File: config.mk
export PLATFORM = sky130hd
export DESIGN_NAME = shutter_sweep_ctrl
export DESIGN_NICKNAME = d
export VERILOG_FILES = /design/src/rtl/shutter_pkg.sv /design/src/rtl/shutter_ctrl.sv /design/src/rtl/shutter_dpath.sv /design/src/rtl/shutter_sweep_ctrl.sv
export SDC_FILE = /design/constraint.sdc
export NUM_CORES = 1
export LEC_CHECK = 0
export BUFFER_PORTS_ARGS = -buffer_cell sky130_fd_sc_hd__buf_2
export CAP_MARGIN = 20
export CELL_PAD_IN_SITES_DETAIL_PLACEMENT = 1
export CELL_PAD_IN_SITES_GLOBAL_PLACEMENT = 2
export CORE_UTILIZATION = 40
export DETAILED_ROUTE_END_ITERATION = 10
export GPL_TIMING_DRIVEN = 0
export PLACE_DENSITY = 0.92
export REMOVE_ABC_BUFFERS = 1
export SYNTH_ARGS = -nofsm -noshare
export SYNTH_HDL_FRONTEND = slang
export SYNTH_SLANG_ARGS = --single-unit
File: constraint.sdc
create_clock -name clk -period 4.3 [get_ports clk]
set_clock_uncertainty 0.05 [all_clocks]
set_input_delay 0.86 -clock clk [delete_from_list [all_inputs] [get_ports clk]]
set_output_delay 0.86 -clock clk [all_outputs]
set_load 0.03 [all_outputs]
File: src/rtl/shutter_pkg.sv
package shutter_pkg;

  typedef enum logic [1:0] {
    MODE_HIGH  = 2'b00,
    MODE_LOW   = 2'b01,
    MODE_FLICK = 2'b10,
    MODE_OFF   = 2'b11
  } shutMode_e;

  // Event strobes from the control side to the datapath.
  typedef struct packed {
    logic fieldStart;  // field boundary seen this cycle
    logic lineStart;   // line boundary seen this cycle
    logic decide;      // line boundary one cycle ago: take the sweep decision
    logic readNow;     // readout strobe this cycle
    logic hold;        // trigger window open
  } shutStrobe_t;

endpackage

File: src/rtl/shutter_ctrl.sv
module shutter_ctrl
  import shutter_pkg::*;
(
  input  logic        clk,
  input  logic        rstN,
  input  logic        lineStrobe,
  input  logic        fieldStrobe,
  input  logic        readStrobe,
  input  logic        trigIn,
  output shutStrobe_t strb
);

  logic trigQ;
  logic holdQ;
  logic lineQ;
  logic trigFall;

  assign trigFall = trigQ & ~trigIn;

  always_ff @(posedge clk or negedge rstN) begin
    if (!rstN) begin
      trigQ <= 1'b1;
      holdQ <= 1'b0;
      lineQ <= 1'b0;
    end else begin
      trigQ <= trigIn;
      lineQ <= lineStrobe;
      // a fresh falling edge outranks a coincident readout
      if (trigFall)
        holdQ <= 1'b1;
      else if (readStrobe)
        holdQ <= 1'b0;
    end
  end

  always_comb begin
    strb.fieldStart = fieldStrobe;
    strb.lineStart  = lineStrobe;
    strb.decide     = lineQ;
    strb.readNow    = readStrobe;
    strb.hold       = holdQ;
  end

endmodule

File: src/rtl/shutter_dpath.sv
module shutter_dpath
  import shutter_pkg::*;
#(
  parameter int LOAD_W  = 9,
  parameter int LINES_A = 262,
  parameter int LINES_B = 312,
  parameter int FLICK_A = 157,
  parameter int FLICK_B = 130
) (
  input  logic              clk,
  input  logic              rstN,
  input  shutStrobe_t       strb,
  input  logic              enable,
  input  logic              pal,
  input  logic [1:0]        mode,
  input  logic [LOAD_W-1:0] loadVal,
  output logic              sweepPulse,
  output logic              readOut
);

  localparam int IDX_W         = LOAD_W + 1;
  localparam int FLICK_START_A = LINES_A - FLICK_A;
  localparam int FLICK_START_B = LINES_B - FLICK_B;

  // settings captured at field start
  logic              cfgEn;
  logic              cfgPal;
  shutMode_e         cfgMode;
  logic [LOAD_W-1:0] cfgLoad;

  logic [IDX_W-1:0]  lineIdx;
  logic [IDX_W-1:0]  fieldCnt;

  shutMode_e         effMode;
  logic [IDX_W-1:0]  startLine;
  logic [IDX_W-1:0]  lastField;
  logic              trigApplies;
  logic              allowSweep;
  logic              readGate;
  logic              fieldWrap;

  always_comb begin
    if (!cfgEn || (cfgMode == MODE_LOW && cfgLoad == '1))
      effMode = MODE_OFF;
    else
      effMode = cfgMode;
  end

  always_comb begin
    case (effMode)
      MODE_HIGH:  startLine = {1'b0, ~cfgLoad};
      MODE_FLICK: startLine = cfgPal ? IDX_W'(FLICK_START_B) : IDX_W'(FLICK_START_A);
      default:    startLine = '0;
    endcase
  end

  assign lastField   = {~cfgLoad, 1'b0} - IDX_W'(1);
  assign fieldWrap   = (fieldCnt >= lastField);
  assign trigApplies = (effMode == MODE_HIGH) || (effMode == MODE_FLICK);
  assign allowSweep  = (lineIdx < startLine) && !(strb.hold && trigApplies);
  assign readGate    = (effMode != MODE_LOW) || fieldWrap;

  always_ff @(posedge clk or negedge rstN) begin
    if (!rstN) begin
      cfgEn    <= 1'b0;
      cfgPal   <= 1'b0;
      cfgMode  <= MODE_OFF;
      cfgLoad  <= '0;
      lineIdx  <= '0;
      fieldCnt <= '0;
    end else if (strb.fieldStart) begin
      if (effMode == MODE_LOW)
        fieldCnt <= fieldWrap ? '0 : fieldCnt + IDX_W'(1);
      else
        fieldCnt <= '0;
      cfgEn   <= enable;
      cfgPal  <= pal;
      cfgMode <= shutMode_e'(mode);
      cfgLoad <= loadVal;
      lineIdx <= '0;
    end else if (strb.lineStart && lineIdx != '1) begin
      lineIdx <= lineIdx + IDX_W'(1);
    end
  end

  always_ff @(posedge clk or negedge rstN) begin
    if (!rstN) begin
      sweepPulse <= 1'b0;
      readOut    <= 1'b0;
    end else begin
      sweepPulse <= strb.decide && allowSweep;
      readOut    <= strb.readNow && readGate;
    end
  end

endmodule

File: src/rtl/shutter_sweep_ctrl.sv
module shutter_sweep_ctrl
  import shutter_pkg::*;
#(
  parameter int LOAD_W  = 9,
  parameter int LINES_A = 262,
  parameter int LINES_B = 312,
  parameter int FLICK_A = 157,
  parameter int FLICK_B = 130
) (
  input  logic              clk,
  input  logic              rstN,
  input  logic              lineStrobe,
  input  logic              fieldStrobe,
  input  logic              readStrobe,
  input  logic              trigIn,
  input  logic              enable,
  input  logic              pal,
  input  logic [1:0]        mode,
  input  logic [LOAD_W-1:0] loadVal,
  output logic              sweepPulse,
  output logic              readOut
);

  shutStrobe_t strb;

  shutter_ctrl u_ctrl (
    .clk         (clk),
    .rstN        (rstN),
    .lineStrobe  (lineStrobe),
    .fieldStrobe (fieldStrobe),
    .readStrobe  (readStrobe),
    .trigIn      (trigIn),
    .strb        (strb)
  );

  shutter_dpath #(
    .LOAD_W  (LOAD_W),
    .LINES_A (LINES_A),
    .LINES_B (LINES_B),
    .FLICK_A (FLICK_A),
    .FLICK_B (FLICK_B)
  ) u_dpath (
    .clk        (clk),
    .rstN       (rstN),
    .strb       (strb),
    .enable     (enable),
    .pal        (pal),
    .mode       (mode),
    .loadVal    (loadVal),
    .sweepPulse (sweepPulse),
    .readOut    (readOut)
  );

endmodule

-- Word-level counts from Yosys, hierarchy flattened
Cells that the tools add are included.
Widths: inputs -> output; s select.
- output and inout bits: 2
- flip-flop bits (word level): 38
- word-level logic and storage cells: 48
- equality and inequality tests: 6
- bitwise operators: 3
- add/subtract/negate cells: 3
- reductions and logical operators: 14
- muxes and demuxes: 9
- order comparisons: 2
- operator list (cell ; number):
    $mux 10 ; 4
    $add 10x1->10 const B ; 2
    $pmux 10 s2 ; 1
    $ge 10x10->1 ; 1
    $lt 10x10->1 ; 1
    $ne 10x10->1 const B ; 1
    $sub 10x1->10 const B ; 1
    $eq 9x9->1 const B ; 1
    $not 9->9 ; 1
    $mux 8 ; 1
    $logic_and 1x1->1 ; 6
    $eq 2x1->1 const B ; 2
    $reduce_bool 2->1 ; 2
    $logic_or 1x1->1 ; 3
    $eq 2x2->1 const B ; 1
    $logic_not 1->1 ; 2
    $logic_not 2->1 ; 1
    $mux 1 ; 2
    $mux 2 ; 1
    $ne 2x1->1 const B ; 1
    $and 1x1->1 ; 1
    $not 1->1 ; 1

-- Longest topological paths before layout
Gate-level depths: netlist of the first run.
- word-level depth: 10
- gate-level depth with buffers: 10

-- Hierarchy
Synthesis of the first run repeated with hierarchy kept, for this count alone.
- cells, all modules: 243
- area total of the unflattened synthesis: 2358.5 um^2
- modules (own cells, without submodules) (module ; times used ; area an instance (um^2) ; cells an instance):
    shutter_dpath ; 1 ; 2224.6 ; 232
    shutter_ctrl ; 1 ; 133.9 ; 11

-- Least setup slack after synthesis of the first run
OpenSTA, ideal clock, no wires.
- kind: register to register
- from: register u_dpath.cfgLoad[0]
- to: register u_dpath.fieldCnt[4]
- slack: 2.163 ns
- setup time: 0.064 ns
- cell stages (with the launch flop): 11
- clock period less this slack: 2.137 ns
- buffers on the path: 0
- arrival: 2.023 ns
- cells stage by stage: dfrtp_1 -> ha_1 -> nand3_1 -> nor2_1 -> xor2_1 -> ha_1 -> and4bb_2 -> o211ai_1 -> a31o_4 -> nor4b_2 -> a21o_1
- longest elaborated chain between the ends: 6
- RTL lines (item ; line ; RTL):
    start: declaration ; shutter_dpath.sv:29 ; logic [LOAD_W-1:0] cfgLoad;
    start signal: assignment ; shutter_dpath.sv:79 ; cfgLoad <= loadVal;
    parallel branches: the longest is 5 deep, another holds $sub 10x1->10 ; n/a ;
    $mux 10 * ; shutter_dpath.sv:72 ; if (effMode == MODE_LOW)
    end signal: assignment ; shutter_dpath.sv:73 ; fieldCnt <= fieldWrap ? '0 : fieldCnt + IDX_W'(1);
    end: declaration ; shutter_dpath.sv:32 ; logic [IDX_W-1:0] fieldCnt;
Every way passes the cells marked *.
A chain may end at the register's enable or synchronous reset.

-- Worst setup path in the final report of the first run
- from: register u_dpath.cfgLoad[1]
- to: register u_dpath.fieldCnt[4]
The elaborated chain is that of the path after synthesis.

==> results of run 1 <==
cell usage in the layout, fill, tap and decap left out, types with 2 or more instances in the layout:
cell / count
mux2_2: 10
clkbuf_8: 8
a211oi_1: 2
nand4_1: 6
inv_1: 9
o21ai_0: 17
buf_2: 20
nor2_1: 23
and2_1: 2
a21oi_1: 8
ha_1: 21
nor3_1: 8
a31o_4: 2
dfrtp_1: 35
xor2_1: 10
o211ai_1: 4
nand2_1: 21
xnor2_1: 9
a21o_1: 2
and3_1: 4
nand3_1: 15
o22ai_1: 3
dfstp_2: 3
layout make-up:
| cell class | instances | area (sq um) | share of cell area, % |
|---|---|---|---|
| Sequential cell | 38 | 955 | 37.9 |
| Inverter | 9 | 33.8 | 1.34 |
| Timing Repair Buffer | 20 | 100 | 3.97 |
| Tap cell | 70 | 87.6 | 3.48 |
| Multi-Input combinational cell | 177 | 1230 | 48.9 |
| Clock buffer | 8 | 110 | 4.37 |
layer usage:
layer	vias to the layer above	part of all wire, %	global-route usage [%]
li1	853	-	-
met1	875	50	27.0
met2	26	45	28.7
met3	5	2.9	3.10
met4	0	1.5	7.50
met5	-	0	0
cells in the mapped netlist, drive strengths merged:
cell     number
xnor2         9
buf           2
dfrtp        35
o211ai        4
inv           9
o21ai        17
nor4b         1
dfstp         3
nor2         23
xor2         10
and3          4
mux2i         1
o22ai         3
clkbuf        4
and4bb        1
ha           21
nand3        15
mux2         10
a211oi        2
or3           1
nor3b         1
nor3          9
nand4         6
nor2b         1
a31o          2
and2          3
a21oi         8
o2111ai       1
nand2        21
and4          1
a21o          2
power groups by stage:
stage	Clock, mW	Combinational (mW)	Sequential, mW
6_report	0.290	0.115	0.401
5_1_grt	0.315	0.135	0.404
4_1_cts	0.301	0.118	0.401
3_5_place_dp	0	0.117	0.407
3_3_place_gp	0	0.113	0.406
2_1_floorplan	0	0.0703	0.405
sequential cells by signal, indices dropped and copies added, names as in the netlist:
name / count
u_dpath.fieldCnt: 10
u_dpath.lineIdx: 10
u_dpath.cfgLoad: 9
u_dpath.cfgMode: 2
u_ctrl.holdQ: 1
u_ctrl.lineQ: 1
u_ctrl.trigQ: 1
u_dpath.cfgEn: 1
u_dpath.cfgPal: 1
u_dpath.readOut: 1
u_dpath.sweepPulse: 1
final timing paths:
| check | start | endpoint | slack [ns] | cells after the start |
|---|---|---|---|---|
| max in group asynchronous | rstN | u_dpath.fieldCnt[4] | 3.03 | 1 |
| setup reg to reg | u_dpath.cfgLoad[1] | u_dpath.fieldCnt[4] | 1.86 | 10 |
| setup / recovery | u_dpath.cfgLoad[1] | u_dpath.fieldCnt[4] | 1.86 | 10 |
| hold reg to reg | u_ctrl.lineQ | u_dpath.sweepPulse | 0.45 | 2 |
| hold / removal | u_ctrl.lineQ | u_dpath.sweepPulse | 0.45 | 2 |
| min in group asynchronous | rstN | u_dpath.fieldCnt[2] | 0.61 | 1 |
through the flow:
step | std cells | setup WS, ns | instance area (sq um) | util [%] | hold WS [ns]
finish | 322 | 1.86 | 2520 | 47.8 | 0.449
global route | 322 | 1.62 | 2520 | 47.8 | 0.489
CTS | 322 | 1.82 | 2520 | 47.8 | 0.457
detailed placement | 314 | 1.86 | 2410 | 45.7 | 0.448
global placement | 314 | 1.98 | 2410 | 45.7 | 0.430
floorplan | 224 | 2.16 | 2220 | - | 0.420
worst max-delay path, cell delays in order, from the launching register on:
cell and delay [ns]:
dfrtp_1 0.44, ha_1 0.22, nand3_1 0.17, nor2_1 0.20, xor2_1 0.09, ha_1 0.18
and4bb_2 0.27, o211ai_1 0.10, a31o_4 0.27, nor4b_2 0.28, a21o_1 0.12
logic make-up after synthesis:
logic type	count (synthesis)	synth area share, %
buffers and inverters	15	2.62
adders and majority gates	21	11.7
muxes	11	5.46
AOI/OAI and AO/OA	39	11.0
and+or+nand+nor	87	19.3
xor gates and xnor gates	19	7.41
DFF	38	42.5
==> results by group, run 1 <==
Run status
  – Status: completed

Pwr
  – Maximum vdd ir drop: around 0.00011 V
  – Pint: between 500 and 600 uW
  – Sw Ratio: between 20% and 30%
  – Leakage: 1.15 nW
  – Logic pwr share: between 10% and 20%
  – PwrDens: around 320 nW/um^2
  – Seq pwr share: around half
  – Total power: between 800 and 900 uW
  – NetSw: between 200 and 250 uW
  – Clock Power Share: a little over a third

Global route
  – First-pass GRT wire length: about 8.8 mm
  – Number of global-route vias before repair: ~1800
  – GR Overflow Total: 0
  – Largest net degree at the start of global routing: 40
  – Initial antenna violation count: 0
  – Total GRT Usage: 19.0%

STA
  – Final hold violation count: 0
  – Final TNS setup: 0 ns
  – Slew @ Worst Pin: roughly 0.86 ns
  – Max-slew violation count: 0
  – Max-slew headroom: a little over two fifths
  – Period utilisation layout: between 50% and 60%
  – Fmax: approximately 0.4 GHz
  – Setup violators final: 0
  – Min Tclk post-route: roughly 2.4 ns
  – RSZ-0062 raised after global routing: false

Yosys
  – Synth area leader: dfrtp_1
  – Top post-synthesis cells by area: dfrtp_1, ha_1, mux2_2
  – Avg Cell Area, Syn: between 9 and 10 sq um
  – Mapped Area: around 2200 sq um
  – Post-synthesis cell type count: 33
  – Gate Count Post-Synth: 230
  – Yosys Warn Count: 0
  – Area share of the largest cell type after synthesis: around 39%
  – Yosys reg bits: 38
  – Sequential element share of the synthesized area: a little over two fifths

Setup path
  – CP Data Required Time: around 4.5 ns
  – Critical Path End Type: flop
  – Worst setup SP type: flop
  – WS Path Type: flop to flop
  – CP max FO: 9
  – CP arrival: ~2.6 ns

Routing
  – WL per Instance: ~15 microns
  – Starting DRT DRC Count: 49
  – Via density: between 5 and 6
  – Drt drc: 0
  – Routed WL: 4.91 mm
  – Vias: 1759
  – Detailed-router iteration count before antenna repair: 4
  – DRT antenna net count: 0

Job
  – # Max-Cap Violations: 0

Placed design
  – RD Place Congestion: around 0.77
  – Port Buffers: 20
  – DPL Wire Length: 3.55 mm

Clocking
  – Post-cts sizing count: 0
  – Num CTS Buffers: 5
  – Hold_buf cts: 0
  – H-tree Lvls: 2
  – Max clock buf depth: 2
  – Num Clock Sinks: 38
  – Clock Latency Late Sink: 0.29 ns
  – Clk root buf: clkbuf_8
  – Worst-path clk slew: about 0.070 ns
  – CTS tree: built
  – Post-CTS Setup Repair Bufs: 0

Cells and area
  – Layout net count: 291
  – Diode count: 0
  – # fillers: about 640
  – Layout cell share with drive strength beyond 1: a little under a fifth
  – Area Growth Syn to Fin: 12.1%

Floorplan
  – Initial core utilization: a little over two fifths
  – Total core area: about 5300 sq um
  – Std cell rows: 26
  – DIE WIDTH: a little under 80 microns
  – Num ports: 21
  – DIE AREA: between 5000 and 6000 sq um
  – Die Y: between 70 and 80 microns

Min path
  – Hold Crit Class: flop to flop
Note: power is estimated with default switching activity, not from simulation.
==> run 2, diff against run 1 <==
- CORE_UTILIZATION: 40 -> 38
- PLACE_DENSITY: 0.92 -> 0.89
- clock period: 4.3 -> 2.3 ns (I/O delays scaled with it)
==> run 2 against run 1 <==
The run now ends with negative setup slack left. Non-clock buffer count grew 5. Setup slack lost 1.9 ns. Sequential share of layout area shrank 2.2 points. Core utilization grew 0.20 points. Total power grew 83%. Register-to-register slack lost 1.9 ns. Global-route usage shrank 1.3 points. Count of clock-buffer cells in the layout is the same. Critical path depth is the same. Clock power grew 54%.
==> results by group, run 2 (same netlist as run 1, synthesis figures left out) <==
Placed design
  – DPL Wire Length: 3.52 mm (-0.72%)
  – Port Buffers: 20 (unchanged)
  – RD Place Congestion: 0.777 (+1.5%)
  – Dpl ws: -0.109 ns (-1.97 ns)
  – Cell Area, Placed: 2410 sq um (+0.10%)

Cells and area
  – Most common cell after layout, fill and taps aside: dfrtp_1
  – Layout net count: 297 (+2.1%)
  – Diode count: 0 (unchanged)
  – Sequential cell area: 960 sq um (+0.52%)
  – Area of the multi-input gates: 1390 sq um (+13%)
  – Layout cell share with drive strength beyond 1: 28.7% (+9.6 points)
  – # fillers: 659 (+2.5%)
  – Final instance area: 2690 sq um (+6.9%)
  – Most frequent cells in the layout: dfrtp_1, nand2_1, buf_2
  – Area Growth Syn to Fin: 19.8%
  – Largest regs: u_dpath.fieldCnt: 10 flops, u_dpath.lineIdx: 10 flops, u_dpath.cfgLoad: 9 flops

Pwr
  – Pint: 1.05 mW (+78%)
  – Leakage: 1.18 nW (+2.2%)
  – Seq pwr share: 51.3% (+1.5 points)
  – Sw Ratio: 28.9% (+2.1 points)
  – Logic pwr share: 18.5% (+4.2 points)
  – PwrDens: 548 nW/um^2 (+71%)
  – NetSw: 426 uW (+98%)
  – Clock Power Share: 30.3% (-5.6 points)
  – Total power: 1.47 mW (+83%)
  – Maximum vdd ir drop: 0.000247 V (+120%)

Routing
  – Vias: 1773 (+0.80%)
  – Via density: 5.37 (-1.6%)
  – Drt drc: 0 (unchanged)
  – DRT antenna net count: 0 (unchanged)
  – Starting DRT DRC Count: 53 (+8.2%)
  – WL per Instance: 15.9 microns (+4.4%)
  – Routed WL: 5.26 mm (+7.0%)
  – Detailed-router iteration count before antenna repair: 4 (unchanged)

Clocking
  – Num CTS Buffers: 5 (unchanged)
  – CTS tree: built
  – Num Clock Sinks: 38 (unchanged)
  – Clk root buf: clkbuf_8
  – Max clock buf depth: 2 (unchanged)
  – Clock Latency Late Sink: 0.29 ns (about the same)
  – H-tree Lvls: 2 (unchanged)
  – Hold_buf cts: 0 (unchanged)
  – Worst-path clk slew: 0.08 ns (about the same)

STA
  – Min Tclk post-route: 2.33 ns (-0.119 ns)
  – Final hold violation count: 0 (unchanged)
  – Hold_ws: 0.224 ns (-0.225 ns)
  – Max-slew headroom: 41.9% (-0.90 points)
  – Setup violators final: 5 (+5)
  – Slew @ Worst Pin: 0.872 ns (+0.0135 ns)
  – Fmax: 0.430 GHz (+5.1%)
  – Worst setup margin: -0.0255 ns (-1.88 ns)
  – Max-slew violation count: 0 (unchanged)
  – Period utilisation layout: 101% (+44 points)
  – RSZ-0062 raised after global routing: true

Floorplan
  – DIE WIDTH: 78.9 microns (+2.5%)
  – DIE AREA: 6220 sq um (+5.1%)
  – Num ports: 21 (unchanged)
  – Total core area: 5610 sq um (+6.4%)
  – Std cell rows: 27 (+3.8%)
  – Initial core utilization: 40.0% (-2.6 points)
  – Die Y: 78.9 microns (+2.5%)

Run status
  – Status: complete, but fails checks
  – Violated checks: negative setup slack

Setup path
  – Reg-to-Reg End: u_dpath.fieldCnt[4]
  – WP buf/inv: 0 (unchanged)
  – Critical Path End Type: flop
  – R2r worst-path depth: 10 (unchanged)
  – Worst r2r src: u_dpath.cfgLoad[1]
  – Worst setup SP type: flop
  – WS Path Type: flop to flop
  – CP Data Required Time: 2.48 ns (-2.00 ns)
  – Top Family by Delay on Critical Path: simple AND/OR/NAND/NOR gates
  – Slowest cell on the critical path: dfrtp_2
  – CP arrival: 2.50 ns (-0.13 ns)
  – CP Cell Sequence: ha_4 -> nand3_4 -> nor2_2 -> xor2_1 -> ha_2 -> nand2_1 -> o211ai_1 -> a31o_4 -> nor4b_4 -> a21o_1
  – Worst stage delay on the critical path: 0.43 ns (about the same)
  – CP max FO: 4 (-5)
  – R2R Setup Slk: -0.03 ns (-1.88 ns)

Job
  – # Max-Cap Violations: 0 (unchanged)

Global route
  – Total GRT Usage: 17.7% (-1.3 points)
  – First-pass GRT wire length: 8.62 mm (-1.8%)
  – Initial antenna violation count: 0 (unchanged)
  – GR Overflow Total: 0 (unchanged)
  – Largest net degree at the start of global routing: 40 (unchanged)
  – Number of global-route vias before repair: 1867 (+4.3%)

Min path
  – Hold Crit Class: input pin to async pin
run 2: changes by cell type in the layout (fill, tap and decap cells not counted), sizes merged:
cell	change
a31o	+1
buf	+5
run 2: cell type report:
cell class | instances | area share [%]
Sequential cell | 38 | 35.7
Clock buffer | 8 | 2.98
Timing Repair Buffer | 25 | 5.11
Tap cell | 72 | 3.35
Multi-Input combinational cell | 178 | 51.7
Inverter | 9 | 1.26
run 2: how the worst max path moves through the flow:
stage,depth (start not counted),endpoint,slack [ns],start
floorplan,10,u_dpath.fieldCnt[4],0.16,u_dpath.cfgLoad[0]
global placement,10,u_dpath.fieldCnt[4],-0.04,u_dpath.cfgLoad[1]
detailed placement,10,u_dpath.fieldCnt[4],-0.11,u_dpath.cfgLoad[1]
CTS,10,u_dpath.fieldCnt[4],0.005,u_dpath.cfgLoad[0]
global route,10,u_dpath.fieldCnt[4],-0.15,u_dpath.cfgLoad[1]
finish,10,u_dpath.fieldCnt[4],-0.03,u_dpath.cfgLoad[1]
run 2: per-stage QoR:
stage	cells	util [%]	TNS (ns)
2_1_floorplan	224	-	0
3_3_place_gp	316	43.0	-0.0441
3_5_place_dp	316	43.0	-0.502
4_1_cts	326	44.8	0
5_1_grt	330	48.0	-1.08
6_report	330	48.0	-0.0471
run 2: power by group through the flow:
stage	clock (mW)	sequential [mW]	combinational [mW]
global route	0.493	0.763	0.309
global placement	0	0.760	0.211
CTS	0.460	0.748	0.230
finish	0.446	0.756	0.272
detailed placement	0	0.761	0.220
floorplan	0	0.758	0.132
run 2: repair_timing:
item,CTS,global route
setup endpoints to repair,8,9
gates resized for setup,3,30
buffers inserted,2,3
cloned,0,1
pin swaps,0,13
run 2: layer usage:
metal  vias up  track usage (%)  routed length (microns)
li1        874                -                        -
met1       865             23.7                     2540
met2        28             29.1                     2520
met3         6             3.45                      135
met4         0             4.91                       57
met5         -                0                        0
==> run 3, diff against run 2 <==
- CORE_UTILIZATION: 38 -> 35
- PLACE_DENSITY: 0.89 -> 0.83
==> run 3 against run 2 <==
The run now ends clean. Count of clock-buffer cells in the layout fell by 1. Final area shrank 0.60%. Register-to-register slack improved by 0.06 ns.
==> results by group, run 3 (same netlist as run 1, synthesis figures left out) <==
Min path
  – Hold Crit Class: input pin to async pin

Placed design
  – RD Place Congestion: 0.756 (-2.7%)
  – Placed Cells: 319 (+0.95%)
  – Port Buffers: 20 (unchanged)
  – Cell Area, Placed: 2410 sq um (+0.16%)
  – Dpl ws: -0.0592 ns (+0.0496 ns)
  – DPL Wire Length: 3.66 mm (+4.0%)

Clocking
  – Num CTS Buffers: 5 (unchanged)
  – Num Clock Sinks: 38 (unchanged)
  – Max clock buf depth: 2 (unchanged)
  – CTS tree: built
  – H-tree Lvls: 2 (unchanged)
  – Clock Latency Late Sink: 0.29 ns (about the same)
  – Worst-path clk slew: 0.08 ns (about the same)
  – Clk root buf: clkbuf_8

Setup path
  – Critical Path End Type: flop
  – CP max FO: 5 (+1)
  – CP arrival: 2.41 ns (-0.09 ns)
  – CP Data Required Time: 2.44 ns (-0.04 ns)
  – WS Path Type: flop to flop
  – Worst setup SP type: flop

STA
  – Final hold violation count: 0 (unchanged)
  – Max-slew violation count: 0 (unchanged)
  – RSZ-0062 raised after global routing: true
  – Period utilisation layout: 98.6% (-2.5 points)
  – Fmax: 0.441 GHz (+2.5%)
  – Max-slew headroom: 41.0% (-0.84 points)
  – Setup violators final: 0 (-5)
  – Worst setup margin: 0.0320 ns (+0.0575 ns)
  – Final TNS setup: 0 ns (+0.0471 ns)
  – Slew @ Worst Pin: 0.884 ns (+0.0126 ns)
  – Min Tclk post-route: 2.27 ns (-0.0575 ns)

Global route
  – GR Overflow Total: 0 (unchanged)
  – Number of global-route vias before repair: 1812 (-2.9%)
  – First-pass GRT wire length: 8.70 mm (+0.95%)
  – Total GRT Usage: 17.0% (-0.71 points)
  – Largest net degree at the start of global routing: 40 (unchanged)
  – Initial antenna violation count: 0 (unchanged)

Routing
  – Starting DRT DRC Count: 61 (+15%)
  – DRT antenna net count: 0 (unchanged)
  – Drt drc: 0 (unchanged)
  – WL per Instance: 15.8 microns (-0.77%)
  – Via density: 5.26 (-2.1%)
  – Detailed-router iteration count before antenna repair: 4 (unchanged)
  – Routed WL: 5.28 mm (+0.44%)
  – Vias: 1757 (-0.90%)

Floorplan
  – DIE AREA: 6740 sq um (+8.3%)
  – DIE WIDTH: 82.1 microns (+4.1%)
  – Total core area: 6060 sq um (+8.1%)
  – Initial core utilization: 37.1% (-3.0 points)
  – Num ports: 21 (unchanged)
  – Die Y: 82.1 microns (+4.1%)
  – Std cell rows: 28 (+3.7%)

Cells and area
  – Most frequent cells in the layout: dfrtp_1, nand2_1, buf_2
  – Most common cell after layout, fill and taps aside: dfrtp_1
  – Area Growth Syn to Fin: 19.1%
  – Layout net count: 298 (+0.34%)
  – Layout cell share with drive strength beyond 1: 28.6% (-0.11 points)
  – Final instance area: 2680 sq um (-0.60%)
  – Diode count: 0 (unchanged)
  – Non-Filler Instances: 334 (+1.2%)
  – Largest regs: u_dpath.fieldCnt: 10 flops, u_dpath.lineIdx: 10 flops, u_dpath.cfgLoad: 9 flops

Pwr
  – PwrDens: 557 nW/um^2 (+1.7%)
  – Leakage: 1.18 nW (about the same)
  – Total power: 1.49 mW (+1.1%)
  – Maximum vdd ir drop: 0.000263 V (+6.5%)

Run status
  – Status: completed

Job
  – # Max-Cap Violations: 0 (unchanged)
## run 3: cell types whose count changed in the layout (fill, tap and decap cells not counted), sizes merged
cell and delta:
buf +1, clkinv +1, clkbuf -1
## run 3: per-stage QoR
stage	utilization, %	hold slack [ns]
3_3_place_gp	39.8	0.429
5_1_grt	44.1	0.219
2_1_floorplan	-	0.114
4_1_cts	42.2	0.223
3_5_place_dp	39.8	0.440
6_report	44.1	0.230
## run 3: what timing repair did
action	in CTS	in global routing
hold endpoints to repair	0	0
endpoints found under the setup margin	8	9
hold buffers	0	0
pin swaps	0	23
setup buffers	4	2
gates cloned	0	1
resized for setup	6	23
## run 3: metal layers
layer	GRT usage [%]	vias up	share of wire [%]
met4	4.74	0	1.1
met3	3.08	6	2.7
li1	-	875	-
met1	23.0	853	50
met2	27.7	23	46
met5	0	-	0
## run 3: worst max-delay path, stage by stage, from the launching register on
cell      delay [ns]
dfrtp_1         0.41
ha_4            0.17
nand3_4         0.10
nor2_4          0.13
xor2_1          0.18
ha_2            0.20
and4bb_2        0.23
o211ai_1        0.19
a31o_4          0.21
o21ai_0         0.10
a21o_1          0.19
## run 3: path summary, 6_finish.rpt
check / startpoint / end / slack [ns] / depth (start not counted)
setup / recovery: u_dpath.cfgLoad[0] / u_dpath.fieldCnt[4] / 0.03 / 10
hold / removal: rstN / u_dpath.fieldCnt[2] / 0.23 / 1
setup reg to reg: u_dpath.cfgLoad[0] / u_dpath.fieldCnt[4] / 0.03 / 10
hold reg to reg: u_ctrl.lineQ / u_dpath.sweepPulse / 0.45 / 2
max in group asynchronous: rstN / u_dpath.cfgLoad[1] / 1.35 / 1
min in group clk: trigIn / u_ctrl.trigQ / 0.23 / 1
## run 3: layout make-up
| class | count | area [sq um] |
|---|---|---|
| clock buffer | 7 | 86.3 |
| clock inverter | 1 | 5.00 |
| fill | 721 | 3390 |
| inverter | 9 | 33.8 |
| multi-input combinational | 178 | 1350 |
| sequential | 38 | 958 |
| tap | 75 | 93.8 |
| timing repair buffer | 26 | 145 |
## run 3: power by group
| group | switching (mW) | internal, mW |
|---|---|---|
| clock network | 0.237 | 0.242 |
| registers | 0.0443 | 0.708 |
| logic | 0.144 | 0.115 |
| total | 0.426 | 1.07 |
